===== src/rtl/jtag_tap_probe.sv =====
module jtag_tap_probe #(
  parameter int BSR_LEN = 8,
  parameter int PROBE_W = 6
) (
  input  logic               tck,
  input  logic               por_n,
  input  logic               tap_en,
  input  logic               tms,
  input  logic               tdi,
  output logic               tdo,
  output logic               tdo_oe,
  output logic               user_io_free,
  input  logic [BSR_LEN-1:0] bsr_capture,
  output logic [BSR_LEN-1:0] bsr_update,
  output logic [PROBE_W-1:0] probe_sel,
  output logic               extest_mode,
  output logic [3:0]         tap_state
);

  localparam logic [3:0] S_TLR = 4'hF, S_RTI = 4'hC, S_SDR = 4'h7, S_CDR = 4'h6,
                         S_SHD = 4'h2, S_E1D = 4'h1, S_PD  = 4'h3, S_E2D = 4'h0,
                         S_UDR = 4'h5, S_SIR = 4'h4, S_CIR = 4'hE, S_SHI = 4'hA,
                         S_E1I = 4'h9, S_PI  = 4'hB, S_E2I = 4'h8, S_UIR = 4'hD;
  localparam logic [2:0] I_EXT = 3'b000, I_SMP = 3'b001, I_PRB = 3'b011, I_BYP = 3'b111;

  logic [3:0]         st, nxt;
  logic [2:0]         ir, ir_sh;
  logic               byp;
  logic [BSR_LEN-1:0] bsr_sh;
  logic [PROBE_W-1:0] prb_sh;
  logic               sel_bsr, sel_prb, tdo_d;

  assign tap_state    = st;
  assign user_io_free = ~tap_en;
  assign sel_bsr      = (ir == I_EXT) || (ir == I_SMP);
  assign sel_prb      = (ir == I_PRB);
  assign extest_mode  = (ir == I_EXT);

  always_comb begin
    case (st)
      S_TLR:   nxt = tms ? S_TLR : S_RTI;
      S_RTI:   nxt = tms ? S_SDR : S_RTI;
      S_SDR:   nxt = tms ? S_SIR : S_CDR;
      S_CDR:   nxt = tms ? S_E1D : S_SHD;
      S_SHD:   nxt = tms ? S_E1D : S_SHD;
      S_E1D:   nxt = tms ? S_UDR : S_PD;
      S_PD:    nxt = tms ? S_E2D : S_PD;
      S_E2D:   nxt = tms ? S_UDR : S_SHD;
      S_UDR:   nxt = tms ? S_SDR : S_RTI;
      S_SIR:   nxt = tms ? S_TLR : S_CIR;
      S_CIR:   nxt = tms ? S_E1I : S_SHI;
      S_SHI:   nxt = tms ? S_E1I : S_SHI;
      S_E1I:   nxt = tms ? S_UIR : S_PI;
      S_PI:    nxt = tms ? S_E2I : S_PI;
      S_E2I:   nxt = tms ? S_UIR : S_SHI;
      default: nxt = tms ? S_SDR : S_RTI;
    endcase
  end

  always_ff @(posedge tck or negedge por_n)
    if (!por_n)       st <= S_TLR;
    else if (!tap_en) st <= S_TLR;
    else              st <= nxt;

  always_ff @(posedge tck or negedge por_n)
    if (!por_n) begin
      ir    <= I_BYP;
      ir_sh <= 3'b001;
    end else if (!tap_en || st == S_TLR) begin
      ir    <= I_BYP;
    end else begin
      case (st)
        S_CIR:   ir_sh <= 3'b001;
        S_SHI:   ir_sh <= {tdi, ir_sh[2:1]};
        S_UIR:   ir    <= ir_sh;
        default: ;
      endcase
    end

  always_ff @(posedge tck or negedge por_n)
    if (!por_n) begin
      byp        <= 1'b0;
      bsr_sh     <= '0;
      prb_sh     <= '0;
      bsr_update <= '0;
      probe_sel  <= '0;
    end else if (tap_en) begin
      case (st)
        S_CDR: begin
          byp <= 1'b0;
          if (sel_bsr) bsr_sh <= bsr_capture;
          if (sel_prb) prb_sh <= probe_sel;
        end
        S_SHD: begin
          byp <= tdi;
          if (sel_bsr) bsr_sh <= {tdi, bsr_sh[BSR_LEN-1:1]};
          if (sel_prb) prb_sh <= {tdi, prb_sh[PROBE_W-1:1]};
        end
        S_UDR: begin
          if (sel_bsr) bsr_update <= bsr_sh;
          if (sel_prb) probe_sel  <= prb_sh;
        end
        default: ;
      endcase
    end

  assign tdo_d = (st == S_SHI) ? ir_sh[0] :
                 sel_bsr       ? bsr_sh[0] :
                 sel_prb       ? prb_sh[0] : byp;

  always_ff @(negedge tck or negedge por_n)
    if (!por_n) begin
      tdo    <= 1'b0;
      tdo_oe <= 1'b0;
    end else begin
      tdo    <= tdo_d;
      tdo_oe <= tap_en && (st == S_SHI || st == S_SHD);
    end

  assert_tlr_after_five_R2: assert property (@(posedge tck) disable iff (!por_n)
    (tms && $past(tms) && $past(tms, 2) && $past(tms, 3) && $past(tms, 4)) |=> st == S_TLR);

  assert_disabled_idle_R4: assert property (@(posedge tck) disable iff (!por_n)
    !tap_en |=> (st == S_TLR && ir == I_BYP));

  assert_oe_in_shift_R5: assert property (@(posedge tck) disable iff (!por_n)
    tdo_oe |-> (st == S_SHI || st == S_SHD));

  assert_ir_capture_R6: assert property (@(posedge tck) disable iff (!por_n)
    (tap_en && st == S_CIR) |=> ir_sh == 3'b001);

  assert_bypass_capture_R8: assert property (@(posedge tck) disable iff (!por_n)
    (tap_en && st == S_CDR) |=> !byp);

  assert_bsr_latch_hold_R11: assert property (@(posedge tck) disable iff (!por_n)
    (st != S_UDR) |=> $stable(bsr_update));

  assert_probe_latch_hold_R11: assert property (@(posedge tck) disable iff (!por_n)
    (st != S_UDR || !sel_prb) |=> $stable(probe_sel));

endmodule


===== config.mk =====
export PLATFORM = sky130hd
export DESIGN_NAME = jtag_tap_probe
export DESIGN_NICKNAME = d
export VERILOG_FILES = /design/src/rtl/jtag_tap_probe.sv
export SDC_FILE = /design/constraint.sdc
export NUM_CORES = 1
export LEC_CHECK = 0
export ABC_AREA = 0
export CORE_ASPECT_RATIO = 1.1
export CORE_UTILIZATION = 25
export CTS_CLUSTER_DIAMETER = 100
export DETAILED_ROUTE_END_ITERATION = 8
export PLACE_DENSITY = 0.55
export SYNTH_ARGS = -nofsm -noshare
export SYNTH_HDL_FRONTEND = slang
export SYNTH_SLANG_ARGS = --single-unit

===== constraint.sdc =====
create_clock -name tck -period 4.36 [get_ports tck]
set_clock_uncertainty 0.1 [all_clocks]
set_input_delay 1.09 -clock tck [delete_from_list [all_inputs] [get_ports tck]]
set_output_delay 1.09 -clock tck [all_outputs]
set_load 0.01 [all_outputs]

# Word-level counts from Yosys, hierarchy flattened
# Index checks and enable logic that the tools add are counted.
# Widths: inputs -> output; s select.
[totals] regBits=41 output_inout_bits=22 in_bits=13
[classes] bitwise_logic=2 eq_ne=20 n_mux=27 reduce_logical=18
[op_table] operator="$pmux 4 s11" n=1
[op_table] operator="$eq 4x4->1 const B" n=7
[op_table] operator="$mux 3" n=6
[op_table] operator="$eq 4x3->1 const B" n=4
[op_table] operator="$mux 8" n=2
[op_table] operator="$pmux 8 s2" n=1
[op_table] operator="$mux 2" n=6
[op_table] operator="$mux 6" n=2
[op_table] operator="$pmux 6 s2" n=1
[op_table] operator="$eq 4x2->1 const B" n=2
[op_table] operator="$mux 4" n=2
[op_table] operator="$ne 2x2->1 const B" n=4
[op_table] operator="$reduce_and 4->1" n=2
[op_table] operator="$pmux 3 s2" n=1
[op_table] operator="$reduce_and 3->1" n=2
[op_table] operator="$reduce_bool 2->1" n=3
[op_table] operator="$eq 4x1->1 const B" n=1
[op_table] operator="$logic_not 4->1" n=1
[op_table] operator="$mux 1" n=4
[op_table] operator="$reduce_and 2->1" n=2
[op_table] operator="$reduce_or 2->1" n=2
[op_table] operator="$eq 3x1->1 const B" n=1
[op_table] operator="$eq 3x2->1 const B" n=1
[op_table] operator="$logic_not 3->1" n=1
[op_table] operator="other kinds (5)" n=8

# Longest topological paths before layout
# Gate-level depths: netlist of run 1.
[depth] word_depth=4 mapped_depth=5 mapped_depth_nobuf=3

==> impl_metrics.yaml, run 1 <==
run_status:
  outcome: "complete, no violations"
floorplanning:
  start_util_pct: 26.14
  coreArea_um2: 7515
  pin_count: 35
  die_x_um: 86.52
  die_h_um: 94.97
  dieArea_um2: 8216
  rows: 33
logic_synthesis:
  syn_nets: 165
  yosysSeqAreaShare_pct: 52.74
  synth.area.top_cells: "dfrtp_1 39%, mux2_2 23%, dfstp_2 11%, dfrtn_1 2.5%, o21ai_0 2.3%"
  synth_area_um2: 1964
  synth_cells: 152
  ys_types: 33
  yosysWarningCount: 0
  synth_top_area_cell: "dfrtp_1"
  syn_area_per_cell_um2: 12.92
  ys_ff_latch: 41
  yosysTopAreaCellShare_pct: 39.49
worst_setup_path:
  critPathRequiredTime_ns: 3.17
  crit_buf_inv: 1
  path_class: "flop to output port"
  path_max_fanout: 1
  worstPathCellList: "dlygate4sd2_1"
  start_kind: "flop"
  r2r_slack_ns: 0.80
  crit_path_end_kind: "output port"
  cpPeakStageDelay_ns: 0.38
  critPathArrivalTime_ns: 3.11
  critPathSlowestCell: "dfrtn_1"
  cp_top_family: "flip-flops"
global_route:
  grt_pass1_wl_um: 6630
  grt_pass1_vias: 1296
  gr-total-overflow: 0
  grt_start_max_net_pins: 32
  antenna_found_initial: 0
  grt_usage_pct: 10.69
cts:
  clk_path_buf_depth: 2
  clock_sinks: 41
  cts-buffers-inserted: 5
  clkLatencyLatePin_ns: 0.30
  clkTransAtPathRegs_ns: 0.08
  cts_setup_buffers: 0
  htreeDepth: 2
  cts_tree: "done"
  cts-root-buf: "clkbuf_8"
route:
  drt_first_pass_iters: 4
  drt_iter0_drc: 39
  drt-total-wl_um: 3981
  ant_nets: 0
  drc_errors: 0
  vias: 1309
  wl_per_cell_um: 13.54
  viasPerCell: 4.452
timing:
  slew_headroom_pct: 31.70
  drv_slew: 0
  setup_tns_ns: 0
  hold_violations: 0
  rsz0062_at_grt: "no"
  tightest_slew_ns: 1.020
  setup_viol: 0
placed_design:
  dp_hpwl_um: 2650
  placed_area_um2: 2414
  place_congestion: 0.7102
  io_buffers: 34
power_and_ir_drop:
  vdd_drop_max_mv: 0.1080
  power_uw: 773.6
  power_density_nw_per_um2: 309.0
  p_leak_nw: 1.116
final_layout:
  drive_above_1_share_pct: 35.98
  syn2layout_area_growth_pct: 27.45
  nNetsFinal: 201
  stdcell_area_um2: 2504
  n_antenna_cell: 0
run:
  cap_violations: 0
hold_path:
  hold_class: "flop to flop"
cell usage after synthesis:
| cell type | instances |
|---|---|
| o2111a_1 | 1 |
| nor2_1 | 4 |
| nand2b_1 | 2 |
| buf_2 | 2 |
| nand3_1 | 1 |
| dfstp_2 | 8 |
| nor2b_1 | 1 |
| a211oi_1 | 1 |
| o311ai_0 | 1 |
| and3_1 | 2 |
| nor4b_4 | 1 |
| nor4_4 | 2 |
| buf_6 | 1 |
| mux2_2 | 40 |
| nand4b_1 | 1 |
| nand3b_1 | 1 |
| or2_2 | 1 |
| nor3_1 | 4 |
| dfrtn_1 | 2 |
| mux2_1 | 2 |
| o21a_1 | 1 |
| o31ai_1 | 2 |
| inv_1 | 5 |
| dfrtp_1 | 31 |
| a21oi_1 | 5 |
| nand4b_4 | 1 |
| nor3_2 | 2 |
| nand2_1 | 10 |
| o221ai_1 | 1 |
| nor4bb_1 | 1 |
| clkbuf_1 | 5 |
| nand4bb_2 | 1 |
| o21ai_0 | 9 |
report_power, final:
group / internal (mW) / leakage (nW) / switching, mW
combinational: 0.0440 / 0.524 / 0.0448
clock: 0.114 / 0.0481 / 0.145
sequential: 0.402 / 0.545 / 0.0243
state kept, by name, indices dropped and copies added, names as in the netlist:
register / cells
prb_sh: 6
tdo_oe: 1
ir_sh: 3
bsr_sh: 8
bsr_update: 8
probe_sel: 6
byp: 1
tap_state: 4
ir: 3
tdo: 1
cells by family after synthesis:
family,after synthesis,share of synthesized area [%]
AO/OA/AOI/OAI,21,6.560
buffers and inverters,13,2.994
flip-flops,41,52.74
multiplexers,42,24.08
AND/OR/NAND/NOR,35,13.63
per-layer routing:
layer,track usage (%),vias up,part of all wire [%]
li1,-,618,-
met1,14.42,659,48
met2,16.40,26,47
met3,2.710,6,3.3
met4,4.167,0,1.6
met5,0,-,0
final cells by class:
class                           instances  area, µm²
Fill cell                             806       5011
Sequential cell                        41       1036
Multi-Input combinational cell         98      869.6
Timing Repair Buffer                   37      356.6
Tap cell                              105      131.4
Clock buffer                            5      68.82
Clock inverter                          3      22.52
Inverter                                5      18.77
path summary, 6_finish.rpt:
path                                   startpoint              endpoint  cells after the start
max in group asynchronous                   por_n      tdo_oe$_DFF_NN0_                      1
setup / recovery                    tdo$_DFF_NN0_                   tdo                      1
min in group asynchronous                   por_n       byp$_DFFE_PN0P_                      1
hold reg to reg              ir_sh[0]$_DFFE_PN1P_  ir_sh[0]$_DFFE_PN1P_                      2
hold / removal               ir_sh[0]$_DFFE_PN1P_  ir_sh[0]$_DFFE_PN1P_                      2
setup reg to reg           tap_state[3]$_DFF_PN1_         tdo$_DFF_NN0_                      2
through the flow:
step	setup WS [ns]	hold slack, ns	instances	utilization, %
2_1_floorplan	0.5353	0.3493	152	-
3_3_place_gp	0.09974	0.3839	286	32.12
3_5_place_dp	0.09682	0.3976	286	32.12
4_1_cts	0.03972	0.4104	294	33.30
5_1_grt	0.02599	0.4338	294	33.32
6_report	0.05578	0.4055	294	33.32
what timing repair did:
action,CTS,global route
resized for setup,2,1
hold buffers,0,0
endpoints found under the setup margin,2,1
cells in the final DEF, fill, tap and decap left out, types with 2 or more instances in the layout:
| cell | count |
|---|---|
| buf_4 | 3 |
| nand2_1 | 10 |
| clkbuf_8 | 5 |
| mux2_2 | 40 |
| nor2_1 | 4 |
| nor3_1 | 4 |
| nor3_2 | 2 |
| dfrtp_1 | 31 |
| dfrtn_1 | 2 |
| inv_1 | 5 |
| o31ai_1 | 2 |
| o21ai_0 | 9 |
| nor4_4 | 2 |
| nand2b_1 | 2 |
| dfstp_2 | 8 |
| a21oi_1 | 5 |
| and3_1 | 2 |
| clkinv_4 | 2 |
| clkdlybuf4s50_1 | 31 |
| mux2_1 | 2 |
Note: power is estimated with default switching activity, not from simulation.
==> inputs of run 2 (changes only) <==
--- a/config.mk
+++ b/config.mk
@@ -8,9 +8,11 @@
 export ABC_AREA = 0
 export CORE_ASPECT_RATIO = 1.1
 export CORE_UTILIZATION = 25
+export CTS_BUF_LIST = sky130_fd_sc_hd__clkbuf_4 sky130_fd_sc_hd__clkbuf_8
 export CTS_CLUSTER_DIAMETER = 100
 export DETAILED_ROUTE_END_ITERATION = 8
 export PLACE_DENSITY = 0.55
+export SETUP_SLACK_MARGIN = 0.05
 export SYNTH_ARGS = -nofsm -noshare
 export SYNTH_HDL_FRONTEND = slang
 export SYNTH_SLANG_ARGS = --single-unit
==> impl_metrics.yaml, run 2 (synthesis gave the netlist of run 1 again) <==
cts:
  clkTransAtPathRegs_ns: 0.08
  cts-buffers-inserted: 5
  cts_setup_buffers: 0
  clkLatencyLatePin_ns: 0.30
  clock_sinks: 41
  cts-root-buf: "clkbuf_8"
  clk_path_buf_depth: 2
  hold_buffers: 0
  cts_tree: "done"
  htreeDepth: 2
timing:
  rsz0062_at_grt: "no"
  whs_ns: 0.4058
  hold_violations: 0
  slew_headroom_pct: 31.70
  drv_slew: 0
  tightest_slew_ns: 1.020
  setup_viol: 0
  setup_tns_ns: 0
placed_design:
  placed_area_um2: 2414
  io_buffers: 34
  dp_hpwl_um: 2650
  place_congestion: 0.7102
final_layout:
  stdcell_area_um2: 2500
  n_antenna_cell: 0
  final_common_cell: "mux2_2"
  nNetsFinal: 201
  regArea_um2: 1036
  biggestRegsByFlops: "bsr_sh: 8 flops, bsr_update: 8 flops"
  fillers: 806
  drive_above_1_share_pct: 36.51
  layout_common_cells: "40 x mux2_2, 31 x dfrtp_1, 31 x clkdlybuf4s50_1, 10 x nand2_1, 9 x o21ai_0"
  multi_input_area_um2: 869.6
  syn2layout_area_growth_pct: 27.26
worst_setup_path:
  critPathSlowestCell: "dfrtn_1"
  cpPeakStageDelay_ns: 0.38
  start_kind: "flop"
  critical_path_cell_count: 1
  path_class: "flop to output port"
  path_max_fanout: 1
  critPathArrivalTime_ns: 3.09
  crit_buf_inv: 1
  r2r_cells: 2
  crit_path_end_kind: "output port"
  worstPathCellList: "clkdlybuf4s15_1"
  cp_top_family: "flip-flops"
  critPathRequiredTime_ns: 3.17
run_status:
  outcome: "complete, no violations"
hold_path:
  hold_depth: 2
  hold_class: "flop to flop"
route:
  drt-met1-wl_um: 1925
  drt-total-wl_um: 3979
  drt_iter0_drc: 37
  drt_first_pass_iters: 4
  wl_per_cell_um: 13.53
  drc_errors: 0
  wl_met3_um: 137
  highest_layer: "met4"
  viasPerCell: 4.446
  met2WireLength_um: 1853
  vias: 1307
  ant_nets: 0
floorplanning:
  die_h_um: 94.97
  rows: 33
  start_util_pct: 26.14
  die_x_um: 86.52
  dieArea_um2: 8216
  pin_count: 35
  coreArea_um2: 7515
power_and_ir_drop:
  power_density_nw_per_um2: 309.5
  p_leak_nw: 1.113
  vdd_drop_max_mv: 0.1080
run:
  cap_violations: 0
global_route:
  grt_usage_pct: 10.69
  antenna_found_initial: 0
  grt_start_max_net_pins: 32
  grt_pass1_wl_um: 6630
  grt_pass1_vias: 1296
  gr-total-overflow: 0
run 2: worst paths after layout:
kind | from | endpoint | slack [ns]
worst max-delay path | tdo$_DFF_NN0_ | tdo | 0.08
worst min-delay path | ir_sh[0]$_DFFE_PN1P_ | ir_sh[0]$_DFFE_PN1P_ | 0.41
worst max register to register | tap_state[3]$_DFF_PN1_ | tdo$_DFF_NN0_ | 0.80
worst min register to register | ir_sh[0]$_DFFE_PN1P_ | ir_sh[0]$_DFFE_PN1P_ | 0.41
max in group asynchronous | por_n | tdo_oe$_DFF_NN0_ | 1.30
min in group asynchronous | por_n | byp$_DFFE_PN0P_ | 0.56
run 2: what timing repair did:
action,CTS,global route
cloned,0,0
gates resized for setup,4,1
endpoints found under the setup margin,2,1
run 2: tightest hold or removal path, delay by kind of cell, from the launching register on:
kind            cells  cell delay (ns)
simple gates        1             0.05
flops               1             0.39
compound gates      1             0.07
run 2: through the flow:
| stage | setup slack [ns] | utilization (%) | total power [mW] | cells |
|---|---|---|---|---|
| 3_3_place_gp | 0.09974 | 32.12 | 0.5236 | 286 |
| 4_1_cts | 0.06535 | 33.33 | 0.7879 | 294 |
| 6_report | 0.08188 | 33.27 | 0.7736 | 294 |
| 5_1_grt | 0.05173 | 33.27 | 0.8089 | 294 |
| 3_5_place_dp | 0.09682 | 32.12 | 0.5240 | 286 |
| 2_1_floorplan | 0.5353 | - | 0.4787 | 152 |
run 2: area by class of cell:
cell class	count	share of cell area [%]
Sequential cell	41	41.44
Timing Repair Buffer	37	14.11
Clock inverter	3	0.9009
Inverter	5	0.7508
Multi-Input combinational cell	98	34.78
Clock buffer	5	2.753
Tap cell	105	5.255
run 2: per-layer routing:
layer  track usage [%]  vias to the layer above
met3             2.710                        6
met1             14.42                      653
met4             4.167                        0
met2             16.40                       28
met5                 0                        -
li1                  -                      620
run 2: power breakdown:
part / switching [mW] / total [mW] / internal [mW]
logic: 0.0448 / 0.0889 / 0.0441
clock network: 0.145 / 0.258 / 0.114
registers: 0.0243 / 0.426 / 0.402
total: 0.214 / 0.774 / 0.560
==> inputs of run 3 (changes only) <==
==> constraint.sdc (replaced) <==
create_clock -name tck -period 4.3 [get_ports tck]
set_clock_uncertainty 0.1 [all_clocks]
set_input_delay 1.075 -clock tck [delete_from_list [all_inputs] [get_ports tck]]
set_output_delay 1.075 -clock tck [all_outputs]
set_load 0.01 [all_outputs]
==> impl_metrics.yaml, run 3 (synthesis gave the netlist of run 1 again) <==
global_route:
  grt_pass1_vias: 1310
  grt_start_max_net_pins: 32
  gr-total-overflow: 0
  grt_usage_pct: 10.49
  antenna_found_initial: 0
  grt_pass1_wl_um: 6568
floorplanning:
  die_x_um: 86.52
  pin_count: 35
  dieArea_um2: 8216
  die_h_um: 94.97
  coreArea_um2: 7515
  start_util_pct: 26.14
  rows: 33
worst_setup_path:
  crit_buf_inv: 1
  start_kind: "flop"
  cpPeakStageDelay_ns: 0.38
  crit_path_end_kind: "output port"
  path_class: "flop to output port"
  critPathArrivalTime_ns: 2.95
  worstPathCellList: "clkbuf_2"
  critPathSlowestCell: "dfrtn_1"
  path_max_fanout: 1
  critPathRequiredTime_ns: 3.12
  cp_top_family: "flip-flops"
cts:
  htreeDepth: 2
  cts-buffers-inserted: 5
  cts_tree: "done"
  clkLatencyLatePin_ns: 0.30
  clk_path_buf_depth: 2
  hold_buffers: 0
  cts-root-buf: "clkbuf_8"
  clkTransAtPathRegs_ns: 0.08
  clock_sinks: 41
  cts_setup_buffers: 0
timing:
  setup_tns_ns: 0
  whs_ns: 0.4032
  hold_violations: 0
  drv_slew: 0
  slew_headroom_pct: 30.44
  tightest_slew_ns: 1.039
  setup_viol: 0
  rsz0062_at_grt: "no"
  setup_slack_ns: 0.1727
final_layout:
  post-route-util_pct: 33.18
  biggestRegsByFlops: "bsr_sh: 8 flops, bsr_update: 8 flops"
  regArea_um2: 1036
  n_antenna_cell: 0
  multi_input_area_um2: 869.6
  syn2layout_area_growth_pct: 26.94
  layout_common_cells: "40 x mux2_2, 31 x dfrtp_1, 31 x clkdlybuf4s50_1, 10 x nand2_1, 9 x o21ai_0"
  instances_no_fill: 294
  nNetsFinal: 201
  drive_above_1_share_pct: 37.04
  fillers: 789
  final_common_cell: "mux2_2"
power_and_ir_drop:
  power_density_nw_per_um2: 312.7
  p_leak_nw: 1.110
  vdd_drop_max_mv: 0.1128
route:
  drt_first_pass_iters: 4
  drt_iter0_drc: 22
  drc_errors: 0
  ant_nets: 0
  viasPerCell: 4.350
  wl_per_cell_um: 13.22
  drt-total-wl_um: 3887
  vias: 1279
run:
  cap_violations: 0
run_status:
  outcome: "complete, no violations"
placed_design:
  place_congestion: 0.7093
  place_inst: 286
  pre_cts_slack_ns: 0.08213
  dp_hpwl_um: 2701
  io_buffers: 34
hold_path:
  hold_class: "flop to flop"
run 3: timing repair:
item,in CTS,in global routing
endpoints found under the setup margin,2,2
pin swaps,0,0
resized for setup,3,3
run 3: power by group:
part | total (mW) | switching, mW | internal (mW)
Clock | 0.258 | 0.143 | 0.115
Sequential | 0.432 | 0.0244 | 0.408
Combinational | 0.0891 | 0.0449 | 0.0442
Total | 0.780 | 0.212 | 0.567
run 3: final cells by class:
| class | instances | share of cell area, % |
|---|---|---|
| inverters | 5 | 0.7526 |
| well taps | 105 | 5.268 |
| clock buffers | 5 | 2.760 |
| repair buffers | 37 | 13.95 |
| multi-input cells | 98 | 34.87 |
| flip-flops and latches | 41 | 41.55 |
| clock inverters | 3 | 0.8530 |
run 3: worst paths after layout:
path | cells after the start | slack [ns] | start | endpoint
setup / recovery | 1 | 0.17 | tdo$_DFF_NN0_ | tdo
hold reg to reg | 2 | 0.40 | byp$_DFFE_PN0P_ | byp$_DFFE_PN0P_
setup reg to reg | 2 | 0.74 | tap_state[3]$_DFF_PN1_ | tdo$_DFF_NN0_
max in group asynchronous | 1 | 1.29 | por_n | tdo_oe$_DFF_NN0_
min in group asynchronous | 1 | 0.54 | por_n | byp$_DFFE_PN0P_
hold / removal | 2 | 0.40 | byp$_DFFE_PN0P_ | byp$_DFFE_PN0P_
run 3: routing by layer:
layer / share of wire [%] / track usage [%]
met5: 0 / 0
met2: 48 / 16.60
met4: 1.4 / 3.750
met3: 4.1 / 2.885
met1: 46 / 13.73
run 3: per-stage QoR:
step | power, mW | area [µm²]
global placement | 0.5309 | 2414
global route | 0.8221 | 2494
CTS | 0.7959 | 2502
detailed placement | 0.5312 | 2414
floorplan | 0.4854 | 1964
finish | 0.7797 | 2494
